`src/rtl/ss_seq_pkg.sv`:
```
package ss_seq_pkg;
    localparam int CODE_W = 7;
    localparam int RAILS  = 3;
    typedef logic [CODE_W-1:0] code_t;
    localparam code_t CODE_TOP = code_t'((1 << CODE_W) - 1);
endpackage

```
`src/rtl/ss_ramp.sv`:
```
module ss_ramp
    import ss_seq_pkg::*;
#(
    parameter int    STEP_CYC = 4,
    parameter code_t START    = code_t'(0),
    parameter code_t STOP     = CODE_TOP
) (
    input  logic  clk,
    input  logic  rst_n,
    input  logic  clr_i,
    input  logic  run_i,
    output code_t code_o,
    output logic  done_o
);
    localparam int PW = (STEP_CYC > 1) ? $clog2(STEP_CYC) : 1;
    localparam logic [PW-1:0] PC_LAST = PW'(STEP_CYC - 1);
    localparam bit RISING = (STOP > START);
    localparam code_t LO = RISING ? START : STOP;
    localparam code_t HI = RISING ? STOP : START;

    typedef struct packed {
        logic [PW-1:0] pc;
        code_t         code;
    } st_t;

    st_t st_d, st_q;
    logic at_end;

    assign at_end = (st_q.code == STOP);

    always_comb begin
        st_d = st_q;
        if (clr_i) begin
            st_d.pc   = '0;
            st_d.code = START;
        end else if (run_i && !at_end) begin
            if (st_q.pc == PC_LAST) begin
                st_d.pc   = '0;
                st_d.code = RISING ? st_q.code + 1'b1 : st_q.code - 1'b1;
            end else begin
                st_d.pc = st_q.pc + 1'b1;
            end
        end
    end

    always_ff @(posedge clk or negedge rst_n) begin
        if (!rst_n) begin
            st_q.pc   <= '0;
            st_q.code <= START;
        end else begin
            st_q <= st_d;
        end
    end

    assign code_o = st_q.code;
    assign done_o = at_end;

    // any code movement outside a clear is a single step toward the end code
    p_unit_step_r3_r4: assert property (@(posedge clk) disable iff (!rst_n)
        (!$past(clr_i) && (st_q.code != $past(st_q.code))) |->
        (st_q.code == (RISING ? code_t'($past(st_q.code) + 7'd1)
                              : code_t'($past(st_q.code) - 7'd1))));

    // code never leaves the span between start and end
    p_in_span_r4: assert property (@(posedge clk) disable iff (!rst_n)
        (st_q.code >= LO) && (st_q.code <= HI));

    // a clear always lands the code on its start value
    p_clear_start_r7: assert property (@(posedge clk) disable iff (!rst_n)
        $past(clr_i) |-> (st_q.code == START));
endmodule

```
`src/rtl/ss_delay.sv`:
```
module ss_delay #(
    parameter int DLY_CYC = 200
) (
    input  logic clk,
    input  logic rst_n,
    input  logic clr_i,
    input  logic go_i,
    output logic term_o
);
    localparam int CW = $clog2(DLY_CYC + 1);
    localparam logic [CW-1:0] LAST = CW'(DLY_CYC);

    typedef struct packed {
        logic [CW-1:0] cnt;
    } st_t;

    st_t st_d, st_q;

    always_comb begin
        st_d = st_q;
        if (clr_i) begin
            st_d.cnt = '0;
        end else if (go_i && (st_q.cnt != LAST)) begin
            st_d.cnt = st_q.cnt + 1'b1;
        end
    end

    always_ff @(posedge clk or negedge rst_n) begin
        if (!rst_n) begin
            st_q.cnt <= '0;
        end else begin
            st_q <= st_d;
        end
    end

    assign term_o = (st_q.cnt == LAST);

    // the count is zero after any cycle with the clear high
    p_cleared_r7: assert property (@(posedge clk) disable iff (!rst_n)
        $past(clr_i) |-> (st_q.cnt == '0));

    // without a clear the count never moves backwards
    p_no_retreat_r6: assert property (@(posedge clk) disable iff (!rst_n)
        !$past(clr_i) |-> (st_q.cnt >= $past(st_q.cnt)));

    // terminal count is held until cleared
    p_term_holds_r6: assert property (@(posedge clk) disable iff (!rst_n)
        (term_o && !clr_i) |=> term_o);
endmodule

```
`src/rtl/softstart_seq.sv`:
```
module softstart_seq
    import ss_seq_pkg::*;
#(
    parameter int    MAIN_STEP_CYC  = 79,
    parameter int    PGATE_STEP_CYC = 24,
    parameter int    NGATE_STEP_CYC = 30,
    parameter code_t NGATE_FLOOR    = code_t'(25),
    parameter int    SW_DELAY_CYC   = 200
) (
    input  logic        clk,
    input  logic        rst_n,
    input  logic        supply_ok_i,
    input  logic        ref_ok_i,
    input  logic        fault_lat_i,
    output logic [6:0]  main_code_o,
    output logic [6:0]  pgate_code_o,
    output logic [6:0]  ngate_code_o,
    output logic [2:0]  rail_en_o,
    output logic [2:0]  rail_done_o,
    output logic        sw_en_o
);
    localparam int    STEP_TAB [RAILS] = '{MAIN_STEP_CYC, PGATE_STEP_CYC, NGATE_STEP_CYC};
    localparam code_t BEG_TAB  [RAILS] = '{code_t'(0), code_t'(0), CODE_TOP};
    localparam code_t END_TAB  [RAILS] = '{CODE_TOP, CODE_TOP, NGATE_FLOOR};

    typedef struct packed {
        logic run;
        logic fhold;
    } st_t;

    st_t st_d, st_q;

    logic             fault_any;
    logic             live;
    logic             ramp_run;
    logic             ramp_clr;
    logic             dly_go;
    logic             dly_term;
    logic [RAILS-1:0] done_w;
    code_t            code_w [RAILS];

    assign fault_any = fault_lat_i | st_q.fhold;
    assign live      = supply_ok_i & ~fault_any;
    assign ramp_run  = st_q.run & live;
    assign ramp_clr  = ~supply_ok_i;
    assign dly_go    = ramp_run & (&done_w);

    always_comb begin
        st_d       = st_q;
        st_d.run   = supply_ok_i & (st_q.run | (ref_ok_i & ~fault_any));
        st_d.fhold = supply_ok_i & (st_q.fhold | fault_lat_i);
    end

    always_ff @(posedge clk or negedge rst_n) begin
        if (!rst_n) begin
            st_q.run   <= 1'b0;
            st_q.fhold <= 1'b0;
        end else begin
            st_q <= st_d;
        end
    end

    for (genvar g = 0; g < RAILS; g++) begin : g_rail
        ss_ramp #(
            .STEP_CYC (STEP_TAB[g]),
            .START    (BEG_TAB[g]),
            .STOP     (END_TAB[g])
        ) u_ramp (
            .clk    (clk),
            .rst_n  (rst_n),
            .clr_i  (ramp_clr),
            .run_i  (ramp_run),
            .code_o (code_w[g]),
            .done_o (done_w[g])
        );
    end

    ss_delay #(
        .DLY_CYC (SW_DELAY_CYC)
    ) u_delay (
        .clk    (clk),
        .rst_n  (rst_n),
        .clr_i  (ramp_clr),
        .go_i   (dly_go),
        .term_o (dly_term)
    );

    assign main_code_o  = code_w[0];
    assign pgate_code_o = code_w[1];
    assign ngate_code_o = code_w[2];
    assign rail_en_o    = {RAILS{ramp_run}};
    assign rail_done_o  = done_w;
    assign sw_en_o      = dly_term & live;

    // the run state only begins from a cycle that saw both flags high
    p_start_flags_r2: assert property (@(posedge clk) disable iff (!rst_n)
        $rose(st_q.run) |-> ($past(supply_ok_i) && $past(ref_ok_i)));

    // a low supply flag leaves no enable standing
    p_off_no_supply_r7: assert property (@(posedge clk) disable iff (!rst_n)
        !supply_ok_i |-> ((rail_en_o == 3'b000) && !sw_en_o));

    // switch control only with every ramp finished
    p_sw_after_done_r6: assert property (@(posedge clk) disable iff (!rst_n)
        sw_en_o |-> (rail_done_o == 3'b111));

    // an active fault leaves no enable standing
    p_fault_off_r8: assert property (@(posedge clk) disable iff (!rst_n)
        fault_lat_i |-> ((rail_en_o == 3'b000) && !sw_en_o));

    // codes stay frozen while a held fault persists with the supply good
    p_fault_freeze_r8: assert property (@(posedge clk) disable iff (!rst_n)
        (st_q.fhold && $past(st_q.fhold) && supply_ok_i && $past(supply_ok_i)) |->
        ($stable(main_code_o) && $stable(pgate_code_o) && $stable(ngate_code_o)));
endmodule

```
`config.mk`:
```
export PLATFORM = sky130hd
export DESIGN_NAME = softstart_seq
export DESIGN_NICKNAME = d
export VERILOG_FILES = /design/src/rtl/ss_seq_pkg.sv /design/src/rtl/ss_ramp.sv /design/src/rtl/ss_delay.sv /design/src/rtl/softstart_seq.sv
export SDC_FILE = /design/constraint.sdc
export NUM_CORES = 1
export LEC_CHECK = 0
export BUFFER_PORTS_ARGS = -buffer_cell sky130_fd_sc_hd__buf_2
export CAP_MARGIN = 10
export CORE_ASPECT_RATIO = 0.9
export CORE_UTILIZATION = 55
export DETAILED_ROUTE_END_ITERATION = 10
export PLACE_DENSITY = 0.86
export SLEW_MARGIN = 20
export SYNTH_ARGS = -nofsm -noshare
export SYNTH_HDL_FRONTEND = slang
export SYNTH_SLANG_ARGS = --single-unit
```
`constraint.sdc`:
```
create_clock -name clk -period 2.1 [get_ports clk]
set_input_delay 0.21 -clock clk [delete_from_list [all_inputs] [get_ports clk]]
set_output_delay 0.21 -clock clk [all_outputs]
set_load 0.01 [all_outputs]
```
==> results by group <==
Run status
  – Outcome: complete, no violations

Clocking
  – Htree depth: 2
  – Post-CTS Setup Bufs: 0
  – Max clock buf depth: 2
  – Worst-Skew Late Latency: around 0.30 ns
  – Worst-path clk slew: around 0.090 ns
  – TritonCTS Sinks: 48
  – CTS root buffer: clkbuf_8
  – CTS tree: built
  – CTS Buf Count: 5

Place
  – Number of port buffers: 32
  – Placed insts: 396
  – Post-detailed-placement half-perimeter wirelength: between 4000 and 5000 um
  – Placer Congestion: around 0.79

Global routing
  – Vias in the first global route: between 2000 and 2500
  – First-pass GRT wire length: just under 10000 um
  – Total grt overflow: 0
  – Largest net degree at the start of global routing: 70
  – Initial antenna violation count: 0
  – Total GRT Usage: 21.90%

Detailed routing
  – Routed WL per cell: 14.75 um
  – Final wirelength: around 6000 um
  – DR DRC count: 0
  – DR vias: 2413
  – Vias/cell: slightly below 6
  – Final ANT Viol Nets: 0
  – Number of DRC markers in iteration 0: approximately 130
  – Drt pass-1 iters: 5

Setup path
  – CP startpoint: g_rail[2].u_ramp.code_o[0]$_DFFE_PN1P_
  – Worst Path Arrival: roughly 2.2 ns
  – CP Max Fanout: 6
  – End of the critical path: g_rail[2].u_ramp.code_o[6]$_DFFE_PN1P_
  – Crit. End Element: flop
  – Worst reg2reg path depth: 6
  – Crit Path Class: flop to flop
  – Required time worst endpoint: about 2.3 ns
  – R2R Path End: g_rail[2].u_ramp.code_o[6]$_DFFE_PN1P_
  – R2R setup slack: 0.12 ns
  – Startpoint types: flop
  – Reg2reg start: g_rail[2].u_ramp.code_o[0]$_DFFE_PN1P_

STA
  – Period utilization: between 90% and 100%
  – Worst slew pin tran: roughly 0.62 ns
  – Final hold vios: 0
  – Min Tclk post-route: between 1.5 and 2 ns
  – Fmax: 504.1 MHz
  – Setup TNS: 0 ns
  – Pins Over Slew Limit: 0
  – RSZ-0062 raised after global routing: false
  – Rel. slew slack: between 50 and 60%
  – Clk_skew: approximately 0.0066 ns
  – Setup-failing EPs final: 0

Synth
  – Synth area leaders: dfrtp_1, buf_4, dfstp_2, mux2i_1, nand3_1
  – Area leader, netlist: dfrtp_1
  – Synthesized instance count: around 330
  – Syn Nets: between 300 and 400
  – Post-synth EDFFs: 0
  – Synthesized cell area: just over 3000 um2
  – Sequential share of the synthesized area: between 30 and 40%
  – Ys async rst share: 100.0%
  – Top-count cell post-synth: dfrtp_1
  – Synthesized flop and latch total: 48
  – Share of Yosys cell area claimed by the top area cell type: 33.46%
  – Syn Area/Cell: 9.350 um2
  – Synth cell types: 52
  – Post-synth top cells: dfrtp_1, nand2_1, nand3_1, buf_4
  – Top_reg_cell synth: dfrtp_1
  – Yosys warns: 0

Floorplan
  – I/O pin cnt: 33
  – Rows: 25
  – Initial core utilization: around 58%
  – Die H: approximately 73 um
  – Die width: between 80 and 90 um
  – Die Area: just under 6000 um2
  – Core ar.: between 5000 and 6000 um2

Power and ir drop
  – Power Dens Cells: 566.7 nW/um2
  – Final Power: 1.836 mW
  – LEAKAGE: ~1.4 nW
  – Peak supply drop: slightly above 0.3 mV

Final layout
  – Nets: between 300 and 400
  – Ant diodes: 0
  – Syn-to-layout area delta: 5.671%
  – Area of the multi-input gates: between 1500 and 2000 um2
  – Fin cells: ~410
  – Util after Layout: between 60 and 70%
  – Sequential cell area: roughly 1200 um2
  – Share of layout cells above drive strength 1: around 22%
  – Fill cells: approximately 450

Hold path
  – Worst Hold Class: input pin to flop

Flow run
  – Max-Cap Viols: 0
==> critical path: stages (launching register included) <==
cell and delay [ns]:
dfstp_2 0.40, inv_1 0.09, ha_1 0.19, inv_1 0.06, or4b_2 0.60, a211oi_1 0.21, mux2_1 0.35
==> layout by cell type (no fill, tap or decap), drive strengths merged, types with 3 or more instances in the layout <==
cell type	Yosys	routed
a211oi	7	7
a21oi	14	14
and2	3	3
and3	4	4
buf	34	43
clkbuf	8	5
dfrtp	41	41
dfstp	7	7
ha	11	11
inv	15	15
mux2	7	7
mux2i	15	15
nand2	34	34
nand2b	14	14
nand3	30	30
nand4	7	7
nor2	12	12
nor4	3	3
o211ai	4	4
o21a	3	3
o21ai	15	15
o31ai	5	5
or3	3	3
or4	5	5
or4b	3	3
==> layout make-up <==
type	count	area share [%]
flip-flops and latches	48	37.34
well taps	67	2.587
clock buffers	5	2.124
multi-input cells	223	46.72
clock inverters	3	1.313
inverters	15	1.737
repair buffers	44	8.185
==> how the worst min path moves through the flow <==
stage	end	slack (ns)	cells after the start	from
2_1_floorplan	g_rail[0].u_ramp.code_o[0]$_DFFE_PN0P_	-0.09	0	rst_n
3_3_place_gp	g_rail[2].u_ramp.st_q[11]$_DFFE_PN0P_	0.25	1	rst_n
3_5_place_dp	g_rail[2].u_ramp.st_q[11]$_DFFE_PN0P_	0.26	1	rst_n
4_1_cts	st_q[1]$_DFF_PN0_	0.16	3	ref_ok_i
5_1_grt	st_q[1]$_DFF_PN0_	0.17	3	ref_ok_i
6_report	st_q[1]$_DFF_PN0_	0.17	3	ref_ok_i
==> sequential cells by signal, summed over array words and instances (netlist names) <==
name                  flops
g_rail.u_ramp.code_o     21
u_delay.st_q              8
g_rail.u_ramp.st_q       17
st_q                      2
==> layer usage <==
| layer | global-route usage, % | up-vias | part of all wire, % |
|---|---|---|---|
| met5 | 0 | - | 0 |
| met4 | 10.71 | 0 | 2.5 |
| met3 | 4.625 | 14 | 3.8 |
| met2 | 35.40 | 64 | 48 |
| met1 | 27.96 | 1164 | 45 |
| li1 | - | 1171 | - |
==> cells by family after synthesis <==
logic type / share of synthesized area, %
AOI/OAI and AO/OA: 13.71
DFF: 39.45
muxes: 7.466
and+or+nand+nor: 23.13
buffers and inverters: 11.18
xor gates and xnor gates: 0.5713
adders and majority gates: 4.488
==> through the flow <==
step / hold slack [ns] / area [um2] / setup slack [ns]
floorplan: -0.08559 / 3067 / 0.2704
global placement: 0.2542 / 3119 / 0.2404
detailed placement: 0.2562 / 3119 / 0.1580
CTS: 0.1590 / 3241 / 0.1253
global route: 0.1694 / 3241 / 0.04102
finish: 0.1709 / 3241 / 0.1161
==> report_power, final <==
| group | leakage [nW] | internal (mW) | switching (mW) |
|---|---|---|---|
| clock | 0.0541 | 0.353 | 0.327 |
| sequential | 0.644 | 0.954 | 0.0200 |
| combinational | 0.743 | 0.0660 | 0.116 |
==> timing repair <==
| action | 4_1_cts | 5_1_grt |
|---|---|---|
| gates resized for setup | 0 | 0 |
| hold buffers | 1 | 0 |
| hold endpoints to repair | 17 | 0 |
(Power assumes the default switching activity.)
